==> src/rtl/acmp_seq_pkg.sv <==
package acmp_seq_pkg;

    typedef enum logic [1:0] {
        SEQ_OFF   = 2'd0,
        SEQ_ARMED = 2'd1,
        SEQ_WARM  = 2'd2,
        SEQ_LIVE  = 2'd3
    } seq_state_e;

endpackage

==> src/rtl/acmp_settle_timer.sv <==
module acmp_settle_timer #(
    parameter int SUT_W = 6,
    parameter int PRE_W = 3
) (
    input  logic             clk,
    input  logic             rst_n,
    input  logic             load,
    input  logic [SUT_W-1:0] sut,
    input  logic [PRE_W-1:0] prescale,
    output logic             zero
);
    localparam int CNT_W = SUT_W + (1 << PRE_W) - 1;

    logic [CNT_W-1:0] cnt_q;
    logic [SUT_W-1:0] sut_eff;
    logic [CNT_W-1:0] span;

    // A zero start-up count would skip settling; clamp it to one.
    assign sut_eff = (sut == '0) ? SUT_W'(1) : sut;
    assign span    = CNT_W'(sut_eff) << prescale;
    assign zero    = (cnt_q == '0);

    always_ff @(posedge clk or negedge rst_n) begin
        if (!rst_n) begin
            cnt_q <= '0;
        end else if (load) begin
            cnt_q <= span - CNT_W'(1);
        end else if (cnt_q != '0) begin
            cnt_q <= cnt_q - CNT_W'(1);
        end
    end

endmodule

==> src/rtl/acmp_seq_fsm.sv <==
module acmp_seq_fsm
    import acmp_seq_pkg::*;
(
    input  logic clk,
    input  logic rst_n,
    input  logic en,
    input  logic single_mode,
    input  logic start,
    input  logic tmr_zero,
    output logic load,
    output logic capture,
    output logic pwr,
    output logic valid,
    output logic eoc
);
    seq_state_e state_q, state_n;
    logic       done;
    logic       valid_q, eoc_q;

    // Window ends in the last WARM cycle, unless enable has been dropped.
    assign done = (state_q == SEQ_WARM) && tmr_zero && en;

    // State register
    always_ff @(posedge clk or negedge rst_n) begin
        if (!rst_n) state_q <= SEQ_OFF;
        else        state_q <= state_n;
    end

    // Next-state logic
    always_comb begin
        state_n = state_q;
        if (!en) begin
            state_n = SEQ_OFF;
        end else begin
            unique case (state_q)
                SEQ_OFF:   state_n = single_mode ? SEQ_ARMED : SEQ_WARM;
                SEQ_ARMED: if (!single_mode || start) state_n = SEQ_WARM;
                SEQ_WARM:  if (tmr_zero) state_n = single_mode ? SEQ_ARMED : SEQ_LIVE;
                SEQ_LIVE:  if (single_mode) state_n = SEQ_ARMED;
            endcase
        end
    end

    // Outputs decoded from state
    always_comb begin
        load    = (state_n == SEQ_WARM) && (state_q != SEQ_WARM);
        capture = done || ((state_q == SEQ_LIVE) && en);
        pwr     = en && ((state_q == SEQ_WARM) || (state_q == SEQ_LIVE));
    end

    // Registered flags
    always_ff @(posedge clk or negedge rst_n) begin
        if (!rst_n) begin
            valid_q <= 1'b0;
            eoc_q   <= 1'b0;
        end else begin
            eoc_q <= done && single_mode;
            if (done)
                valid_q <= 1'b1;
            else if (state_n == SEQ_OFF || state_n == SEQ_WARM)
                valid_q <= 1'b0;
        end
    end

    assign valid = valid_q;
    assign eoc   = eoc_q;

endmodule

==> src/rtl/acmp_result_path.sv <==
module acmp_result_path #(
    parameter int SEL_W = 3
) (
    input  logic             clk,
    input  logic             rst_n,
    input  logic             swap,
    input  logic             capture,
    input  logic [SEL_W-1:0] sel_pos_in,
    input  logic [SEL_W-1:0] sel_neg_in,
    input  logic             cmp_raw,
    output logic [SEL_W-1:0] sel_pos_out,
    output logic [SEL_W-1:0] sel_neg_out,
    output logic             result
);
    logic cmp_fix;
    logic result_q;

    assign sel_pos_out = swap ? sel_neg_in : sel_pos_in;
    assign sel_neg_out = swap ? sel_pos_in : sel_neg_in;
    assign cmp_fix     = cmp_raw ^ swap;

    always_ff @(posedge clk or negedge rst_n) begin
        if (!rst_n)       result_q <= 1'b0;
        else if (capture) result_q <= cmp_fix;
    end

    assign result = result_q;

endmodule

==> src/rtl/acmp_shot_seq.sv <==
module acmp_shot_seq #(
    parameter int SUT_W = 6,
    parameter int PRE_W = 3,
    parameter int SEL_W = 3
) (
    input  logic             clk,
    input  logic             rst_n,
    input  logic             en,
    input  logic             single_mode,
    input  logic             start,
    input  logic [SUT_W-1:0] sut,
    input  logic [PRE_W-1:0] prescale,
    input  logic             swap,
    input  logic             hyst_req,
    input  logic [SEL_W-1:0] sel_pos_in,
    input  logic [SEL_W-1:0] sel_neg_in,
    input  logic             cmp_raw,
    output logic             pwr_en,
    output logic             hyst_en,
    output logic [SEL_W-1:0] sel_pos_out,
    output logic [SEL_W-1:0] sel_neg_out,
    output logic             result,
    output logic             valid,
    output logic             eoc
);
    logic tmr_zero, tmr_load, capture, pwr;

    acmp_settle_timer #(.SUT_W(SUT_W), .PRE_W(PRE_W)) i_timer (
        .clk      (clk),
        .rst_n    (rst_n),
        .load     (tmr_load),
        .sut      (sut),
        .prescale (prescale),
        .zero     (tmr_zero)
    );

    acmp_seq_fsm i_fsm (
        .clk         (clk),
        .rst_n       (rst_n),
        .en          (en),
        .single_mode (single_mode),
        .start       (start),
        .tmr_zero    (tmr_zero),
        .load        (tmr_load),
        .capture     (capture),
        .pwr         (pwr),
        .valid       (valid),
        .eoc         (eoc)
    );

    acmp_result_path #(.SEL_W(SEL_W)) i_path (
        .clk         (clk),
        .rst_n       (rst_n),
        .swap        (swap),
        .capture     (capture),
        .sel_pos_in  (sel_pos_in),
        .sel_neg_in  (sel_neg_in),
        .cmp_raw     (cmp_raw),
        .sel_pos_out (sel_pos_out),
        .sel_neg_out (sel_neg_out),
        .result      (result)
    );

    assign pwr_en  = pwr;
    assign hyst_en = pwr && hyst_req && !single_mode;

endmodule

==> config.mk <==
export PLATFORM = sky130hd
export DESIGN_NAME = acmp_shot_seq
export DESIGN_NICKNAME = d
export VERILOG_FILES = /design/src/rtl/acmp_seq_pkg.sv /design/src/rtl/acmp_settle_timer.sv /design/src/rtl/acmp_seq_fsm.sv /design/src/rtl/acmp_result_path.sv /design/src/rtl/acmp_shot_seq.sv
export SDC_FILE = /design/constraint.sdc
export NUM_CORES = 1
export LEC_CHECK = 0
export CELL_PAD_IN_SITES_DETAIL_PLACEMENT = 1
export CELL_PAD_IN_SITES_GLOBAL_PLACEMENT = 1
export CORE_AREA = 3 3 78 50
export DETAILED_ROUTE_END_ITERATION = 7
export DIE_AREA = 0 0 81 53
export DONT_BUFFER_PORTS = 1
export GPL_TIMING_DRIVEN = 0
export PLACE_DENSITY = 0.88
export SLEW_MARGIN = 30
export SYNTH_ARGS = -nofsm -noshare
export SYNTH_HDL_FRONTEND = slang
export SYNTH_HIERARCHICAL = 1
export SYNTH_SLANG_ARGS = --single-unit
==> constraint.sdc <==
create_clock -name clk -period 3.1 [get_ports clk]
set_clock_uncertainty 0.2 [all_clocks]
set_input_delay 0.62 -clock clk [delete_from_list [all_inputs] [get_ports clk]]
set_output_delay 0.62 -clock clk [all_outputs]
set_load 0.01 [all_outputs]
======== Word level (Yosys, flattened, before mapping) ========
Index checks and enable logic that the tools add are counted.
word-level totals
  flip-flop bits (word level) ............. 18
  input bits .............................. 23
  output and inout bits ................... 11
  logic and storage cells ................. 48
cells by class
  $add $sub $neg .......................... 2
  equal/unequal tests ..................... 5
  shift-type cells ........................ 1
  muxes and demuxes ....................... 14
  bitwise gates (word level) .............. 1
  reduce and logical (&&, ||, !) cells .... 20
operators by type and width
  kind                                                  number
  two-way mux 13 bit                                    2
  subtractor 13 x 1 -> 13 bit (second input constant)   2
  logical NOT 13 bit                                    1
  nonzero test 13 bit                                   1
  left shift 6 x 3 -> 13 bit                            1
  two-way mux 2 bit                                     6
  logical AND 1 bit                                     8
  case mux 2 bit (4 select lines)                       1
  equality test 2 bit (second input constant)           3
  logical NOT 6 bit                                     1
  two-way mux 3 bit                                     2
  two-way mux 6 bit                                     1
  logical NOT 2 bit                                     2
  logical OR 1 bit                                      4
  nonzero test 2 bit                                    2
  equality test 2 x 1 -> 1 bit (second input constant)  1
  two-way mux 1 bit                                     2
  inequality test 2 bit (second input constant)         1
  logical NOT 1 bit                                     1
  bitwise XOR 1 bit                                     1

======== Logic depth before layout (Yosys ltp) ========
Gate-level depths: netlist of the first run.
  word-level depth ........................ 9
  gate-level depth with buffers ........... 11
  gate-level depth less buffers ........... 11

======== By module ========
The synthesis of the first run kept the hierarchy.
by module, submodules not included
  module             times used  cells an instance  area an instance (µm²)
  acmp_settle_timer  1           132                1211.2
  acmp_seq_fsm       1           19                 202.7
  acmp_result_path   1           11                 121.4
  acmp_shot_seq      1           1                  8.8

======== Worst setup path after synthesis of the first run ========
OpenSTA, ideal clock, no wires.
  path kind ............................... input-to-reg
  from .................................... input single_mode
  to ...................................... register i_timer.cnt_q[12]
  setup time .............................. 0.125 ns
  arrival ................................. 2.763 ns
  setup slack ............................. 0.012 ns
  stages on the path ...................... 10
  buffers on the path ..................... 0
  cell sequence ........................... a21boi_0 -> nor3_1 -> clkinv_1 -> a32oi_1 -> ha_1 -> inv_1 -> nand4bb_4 -> nor3_2 -> nand2_1 -> mux2_4
between the ends
  longest elaborated chain between the ends .. 8
  elaborated cells between the ends (all ways) .. 13
  classes of those cells .................. eq/ne (1); mux (8); reduce/logical (4)
ends and longest elaborated chain
  item                                                             RTL line                 source
  start: declaration                                               acmp_shot_seq.sv:9       input logic single_mode,
  logical NOT 1 bit                                                acmp_seq_fsm.sv:37       SEQ_ARMED: if (!single_mode || start) state_n = SEQ_WARM;
  logical OR 1 bit                                                 acmp_seq_fsm.sv:37
  two-way mux 2 bit                                                acmp_seq_fsm.sv:37
  case mux 2 bit (4 select lines) *                                acmp_seq_fsm.sv:35       unique case (state_q)
  two-way mux 2 bit *                                              acmp_seq_fsm.sv:32       if (!en) begin
  equality test 2 bit *                                            acmp_seq_fsm.sv:46       load = (state_n == SEQ_WARM) && (state_q != SEQ_WARM);
  logical AND 1 bit *                                              acmp_seq_fsm.sv:46
  net tmr_load                                                     acmp_shot_seq.sv:26      logic tmr_zero, tmr_load, capture, pwr;
  two-way mux 13 bit / nonzero test 2 bit (equally long branches)  -
  end signal: assignment                                           acmp_settle_timer.sv:27  cnt_q <= span - CNT_W'(1);
  end signal: assignment                                           acmp_settle_timer.sv:29  cnt_q <= cnt_q - CNT_W'(1);
  end: declaration                                                 acmp_settle_timer.sv:14  logic [CNT_W-1:0] cnt_q;
The timed path passes the listed nets; every way through them passes the cells marked *.
A chain may end at the register's enable or synchronous reset.

======== Worst setup path in the final report of the first run ========
  from .................................... register i_fsm.state_q[0]
  to ...................................... register i_timer.cnt_q[12]
between the ends
  longest elaborated chain between the ends .. 6
  elaborated cells between the ends (all ways) .. 14
  classes of those cells .................. eq/ne (5); mux (6); reduce/logical (3)
ends and longest elaborated chain
  item                                                             RTL line             source
  start: declaration                                               acmp_seq_fsm.sv:16   seq_state_e state_q, state_n;
  start signal: assignment                                         acmp_seq_fsm.sv:26   else state_q <= state_n;
  equality test 2 bit (tied with other cells)                      acmp_seq_fsm.sv:35
  case mux 2 bit (4 select lines)                                  acmp_seq_fsm.sv:35
  two-way mux 2 bit                                                acmp_seq_fsm.sv:32
  equality test 2 bit                                              acmp_seq_fsm.sv:46
  logical AND 1 bit *                                              acmp_seq_fsm.sv:46
  net tmr_load                                                     acmp_shot_seq.sv:26
  two-way mux 13 bit / nonzero test 2 bit (equally long branches)  -
Marked as above.

==> results.cfg, run 1 <==
[global_route]
antenna_found_initial = 0
grt_pass1_wl_mm = 6.71
grt_max_degree = 19
grt_overflow = 0
grt_pass1_vias = 1283
grt.total_usage_pct = 21.1

[worst_hold_path]
min_path_type = in2async

[drt]
vias = 1328
drt_iter0_markers = 73
via_per_inst = 6.21
routed_wl_mm = 4.41
wl_per_cell_um = 20.6
drc_errors = 0
ant_nets = 0
drt_first_pass_iters = 4

[pwr]
leakage_nw = 0.715
ir_drop_mv = 0.382
p_per_area_nw_per_um2 = 601

[clocking]
clockBufferDepth = 2
cts-buffers-inserted = 3
cts_max_level = 1
clock_sinks = 18
clock_latency_ns = 0.26
cts_tree = built
clock-root-buffer = clkbuf_8
cts.reportedPaths.clkPinSlew_ns = 0.07

[synthesis]
synth_edf_count = 0
synth_area_um2 = 1540
ys_seq_area_share_pct = 29.2
ys.flop_type = dfrtp_1
synthAdderAreaFrac_pct = 0.810
synth_compound_area_share_pct = 14.3
synth_seq_cells = 18
muxShareOfSynthArea_pct = 15.2
synth_nets = 187
post_synth_xor_area_fraction_pct = 5.67
synthCells = 163
synth_area_per_cell_um2 = 9.47
synth_cell_types = 55
synthArstFlopShare_pct = 100
yosys_warnings = 6
synth_top_family_by_area = simple AND/OR/NAND/NOR gates
synthSimpleGateAreaFrac_pct = 29.4

[setup_path]
crit_fanout = 10
cp_slowest_cell = dfrtp_1
worstPathCellList = a21boi_1, nor3_2, buf_4, nor2b_1, a31oi_1, ha_1, inv_1, nand4bb_4, nor3_2, nand2_1, mux2_4
crit_path_start_kind = flip-flop
arrival_ns = 2.84
slowest_delay_ns = 0.45
crit_required_ns = 3.04
path_buf_inv = 2
end_kind = flip-flop
path_common_cell = nor3_2
cp_top_family = simple AND/OR/NAND/NOR gates
crit_type = reg2reg

[sta]
layout_worst_path_cycle_share_pct = 93.5
worst_slew_pin_slew_ns = 0.484
setup_viol = 0
setup_ws_ns = 0.202
finalHoldViolations = 0
tns_ns = 0
drv_slew = 0
max_freq_mhz = 345
layout_min_cycle_time_ns = 2.90
rsz0062_at_grt = no
timing.hold.ws_ns = 0.0814
max-slew-margin-rel_pct = 67.8

[outcome]
status = finished, final reports clean

[place]
routabilityCongestion = 0.826
placed_cell_area_um2 = 1600
port_buffers = 0
dp_slack_ns = -0.496
hpwlAfterDp_mm = 3.42

[layout]
final_nets = 194
nFillCells = 376
drive_gt1_share_pct = 24.9
antennaDiodeCount = 0
final_util_pct = 52.7
layout_common_cells = nor2_1 (26), dfrtp_1 (18), nand2_1 (11)
fin_area_um2 = 1710
final_common_cell = nor2_1
syn_to_final_growth_pct = 10.6

[floorplanning]
rows = 16
dieArea_um2 = 4290
die_h_um = 53
core_area_um2 = 3240
start_util_pct = 47.6
die_width_um = 81
ios = 34

[flow_run]
max-cap-violations = 0
cell families after synthesis:
logic type	after synthesis
simple gates	74
compound gates	26
mux	19
flops	18
buf+inv	15
xor+xnor	10
fa+ha+maj	1
cells in the mapped netlist (all sizes together), types with 2 or more instances:
| cell type | number | share of area (%) |
|---|---|---|
| or3b | 2 | 1.1 |
| o21ai | 3 | 0.97 |
| o22ai | 2 | 0.81 |
| nand4 | 2 | 1.2 |
| buf | 6 | 3.2 |
| o221ai | 2 | 1.1 |
| nor4 | 2 | 0.81 |
| nor4b | 3 | 2.5 |
| xnor2 | 5 | 2.8 |
| xor2 | 5 | 2.8 |
| nor2 | 27 | 6.7 |
| nand2 | 11 | 2.7 |
| clkbuf | 3 | 0.73 |
| nand3 | 2 | 0.65 |
| and2 | 3 | 1.2 |
| mux2i | 7 | 4.5 |
| and3b | 3 | 1.8 |
| o2bb2ai | 4 | 2.7 |
| nand3b | 3 | 1.5 |
| mux4 | 2 | 2.9 |
| nand2b | 3 | 1.2 |
| dfrtp | 18 | 29 |
| a221oi | 3 | 2.1 |
| mux2 | 10 | 7.8 |
| a21oi | 2 | 0.65 |
| a31oi | 3 | 2.2 |
| nor3 | 6 | 2.3 |
| a32oi | 2 | 1.1 |
| nor2b | 2 | 0.81 |
| inv | 5 | 1.2 |
metrics by stage:
step / power (mW) / instances
after detailed placement: 0.805 / 208
final: 1.03 / 214
after floorplan: 0.709 / 163
after CTS: 1.01 / 213
after global routing: 1.09 / 214
after global placement: 0.777 / 208
power by group:
group          internal [mW]  switching [mW]
clock network          0.113          0.0794
logic                  0.202           0.265
registers              0.311          0.0559
what timing repair did:
action	in CTS	in global routing
cloned	0	0
hold buffers	1	0
pin swaps	0	1
setup buffers	0	1
gates resized for setup	4	7
setup endpoints to repair	9	7
hold endpoints to repair	18	0
area by class of cell:
cell class                 count  area, um^2  area share, %
tap                           45        56.3           3.30
inverter                       6        36.3           2.12
clock buffer                   4        55.1           3.22
multi-input combinational    130        1030           60.5
buffer                         9        63.8           3.74
sequential                    18         450           26.4
timing repair buffer           2        12.5          0.733
worst reg2reg max path, stage by stage, from the launching register on:
cell and delay [ns]:
dfrtp_1 0.45, a21boi_1 0.15, nor3_2 0.31, buf_4 0.24
nor2b_1 0.06, a31oi_1 0.26, ha_1 0.24, inv_1 0.05
nand4bb_4 0.24, nor3_2 0.21, nand2_1 0.09, mux2_4 0.30
layer usage:
metal  share of wire (%)  global-route usage [%]  up-vias  wire, um
li1                    -                       -      610         -
met3                 5.7                    5.61        6       249
met4                 1.0                    3.37        0        44
met1                  44                    28.1      680      1940
met5                   0                       0        -         0
met2                  49                    34.9       32      2180
worst paths after layout:
check / cells after the start / slack, ns / to / start
max: 11 / 0.20 / i_timer/cnt_q[12]$_DFFE_PN0P_ / i_fsm/state_q[0]$_DFF_PN0_
min in group clk: 1 / 0.26 / i_fsm/state_q[1]$_DFF_PN0_ / single_mode
min reg2reg: 2 / 0.41 / i_path/result$_DFFE_PN0P_ / i_path/result$_DFFE_PN0P_
max reg2reg: 11 / 0.20 / i_timer/cnt_q[12]$_DFFE_PN0P_ / i_fsm/state_q[0]$_DFF_PN0_
max in group asynchronous: 1 / 2.32 / i_timer/cnt_q[1]$_DFFE_PN0P_ / rst_n
min: 1 / 0.08 / i_timer/cnt_q[12]$_DFFE_PN0P_ / rst_n
flip-flops by register name, summed over array words and instances, names as in the netlist:
signal	cells
i_fsm/eoc	1
i_fsm/state_q	2
i_fsm/valid	1
i_timer/cnt_q	13
i_path/result	1
(Power assumes the default switching activity.)
==> inputs of run 2 (changes only) <==
CTS_CLUSTER_DIAMETER = 100   (was unset)
RECOVER_POWER = 100   (was unset)
clock period = 2.7 ns   (was 3.1 ns; I/O delays follow)
==> results.cfg, run 2 (synthesis gave the netlist of run 1 again) <==
[floorplanning]
die_h_um = 53
core_area_um2 = 3240
rows = 16
dieArea_um2 = 4290
ios = 34
die_width_um = 81
start_util_pct = 47.6

[setup_path]
crit_type = reg2reg
end_kind = flip-flop
cp_top_family = simple AND/OR/NAND/NOR gates
rrSetupSlack_ns = -0.005
slowest_delay_ns = 0.57
path_buf_inv = 1
crit_path_start_kind = flip-flop
arrival_ns = 2.65
crit_required_ns = 2.64
cp.depth = 9
crit_fanout = 6
worstPathCellList = a21boi_4, nor3_4, buf_6, and2_2, a221oi_1, nand4b_4, nor2_4, nand3_2, mux2_4
r2r-end = i_timer/cnt_q[11]$_DFFE_PN0P_
cp_slowest_cell = a221oi_1
r2r_start = i_fsm/state_q[0]$_DFF_PN0_
ff2ff_path_depth = 9

[clocking]
clockBufferDepth = 2
clock_sinks = 18
cts-buffers-inserted = 3
cts_tree = built
clock_latency_ns = 0.26
clock-root-buffer = clkbuf_8
cts_max_level = 1
cts.reportedPaths.clkPinSlew_ns = 0.07

[pwr]
p_switching_mw = 0.576
switching_share_pct = 42.7
combinationalPowerShare_pct = 53.2
p_per_area_nw_per_um2 = 696
power_mw = 1.35
clkPwrFrac_pct = 13.9
leakage_nw = 0.797
internal_power_mw = 0.773
ir_drop_mv = 0.388
seq_power_share_pct = 32.9

[place]
port_buffers = 0
hpwlAfterDp_mm = 3.63
routabilityCongestion = 0.818

[layout]
final_common_cell = nor2_1
layout_common_cells = nor2_1 (24), dfrtp_1 (17), nand2_1 (10), buf_4 (10), mux2i_1 (7)
largest_reg_flops = 13
antennaDiodeCount = 0
final_nets = 205
final_util_pct = 59.7
drive_gt1_share_pct = 33.5
reg_top3 = i_timer/cnt_q: 13 flops, i_fsm/state_q: 2 flops
largest_register = i_timer/cnt_q
syn_to_final_growth_pct = 25.4

[sta]
rsz0062_at_grt = yes
setup_viol = 2
drv_slew = 0
max-slew-margin-rel_pct = 42.8
worst_slew_pin_slew_ns = 0.854
max_freq_mhz = 370
timing.hold.ws_ns = 0.206
layout_min_cycle_time_ns = 2.71
layout_worst_path_cycle_share_pct = 100
finalHoldViolations = 0
setup_ws_ns = -0.00543
tns_ns = -0.00570

[drt]
vias = 1529
drc_errors = 0
routed_wl_mm = 6.03
ant_nets = 0
via_per_inst = 6.83
drt_first_pass_iters = 4
wl_per_cell_um = 26.9
drt_iter0_markers = 122

[global_route]
grt.total_usage_pct = 28.2
grt_pass1_wl_mm = 8.76
antenna_found_initial = 0
grt_overflow = 0
grt_pass1_vias = 1597
grt_max_degree = 19

[outcome]
violations = negative setup slack
status = finished with violations

[worst_hold_path]
min_to = i_fsm/state_q[0]$_DFF_PN0_
min_from = en
min_path_type = in2reg
hold_depth = 1

[flow_run]
max-cap-violations = 0
-- run 2: cell count changes in the layout (fill, tap and decap cells not counted), moves of 2 or more --
| cell | before | now |
|---|---|---|
| buf_4 | 2 | 10 |
| buf_6 | 3 | 5 |
| mux2_1 | 1 | 6 |
| mux2_2 | 7 | 1 |
| nor2_1 | 26 | 24 |
-- run 2: routing by layer --
layer	track usage, %	routed length [um]	vias up
met5	0	0	-
met4	12.6	330	0
met3	6.63	467	32
met2	47.8	2880	93
met1	34.3	2350	769
li1	-	-	635
-- run 2: area by class of cell --
type	instances	area [um^2]
plain buffers	9	71.3
clock buffers	3	41.3
fillers	368	1310
inverters	6	30.0
multi-input cells	130	1180
flip-flops and latches	18	452
well taps	45	56.3
repair buffers	13	108
-- run 2: worst reg2reg max path: stages, from the launching register on --
cell and delay [ns]:
dfrtp_2 0.46, a21boi_4 0.18, nor3_4 0.08, buf_6 0.13, and2_2 0.22, a221oi_1 0.57, nand4b_4 0.32, nor2_4 0.06
nand3_2 0.08, mux2_4 0.30
-- run 2: stage by stage --
| stage | setup WS [ns] | area, um^2 | instances |
|---|---|---|---|
| floorplan | 0.00952 | 1580 | 163 |
| global placement | -0.242 | 1640 | 208 |
| detailed placement | -0.443 | 1640 | 208 |
| CTS | 0.0146 | 1810 | 221 |
| global route | -0.0817 | 1940 | 224 |
| finish | -0.00543 | 1940 | 224 |
-- run 2: worst max path at each step --
stage                                           from                            end  slack, ns
after CTS                 i_fsm/state_q[0]$_DFF_PN0_  i_timer/cnt_q[11]$_DFFE_PN0P_       0.01
after global routing      i_fsm/state_q[0]$_DFF_PN0_  i_timer/cnt_q[11]$_DFFE_PN0P_      -0.08
final                     i_fsm/state_q[0]$_DFF_PN0_  i_timer/cnt_q[11]$_DFFE_PN0P_     -0.005
after global placement                   single_mode  i_timer/cnt_q[11]$_DFFE_PN0P_      -0.24
after detailed placement                 single_mode  i_timer/cnt_q[12]$_DFFE_PN0P_      -0.44
after floorplan                          single_mode  i_timer/cnt_q[12]$_DFFE_PN0P_       0.01
-- run 2: what timing repair did --
action | in CTS | in global routing
pin swaps | 4 | 7
hold buffers | 1 | 0
buffers inserted | 9 | 3
setup endpoints to repair | 9 | 8
gates cloned | 0 | 0
hold endpoints to repair | 18 | 0
gates resized for setup | 9 | 21
-- run 2: power groups by stage --
stage / registers (mW) / clock network (mW) / logic [mW]
global placement: 0.421 / 0 / 0.481
global route: 0.445 / 0.208 / 0.763
detailed placement: 0.427 / 0 / 0.526
finish: 0.444 / 0.187 / 0.718
CTS: 0.424 / 0.186 / 0.614
floorplan: 0.403 / 0 / 0.421
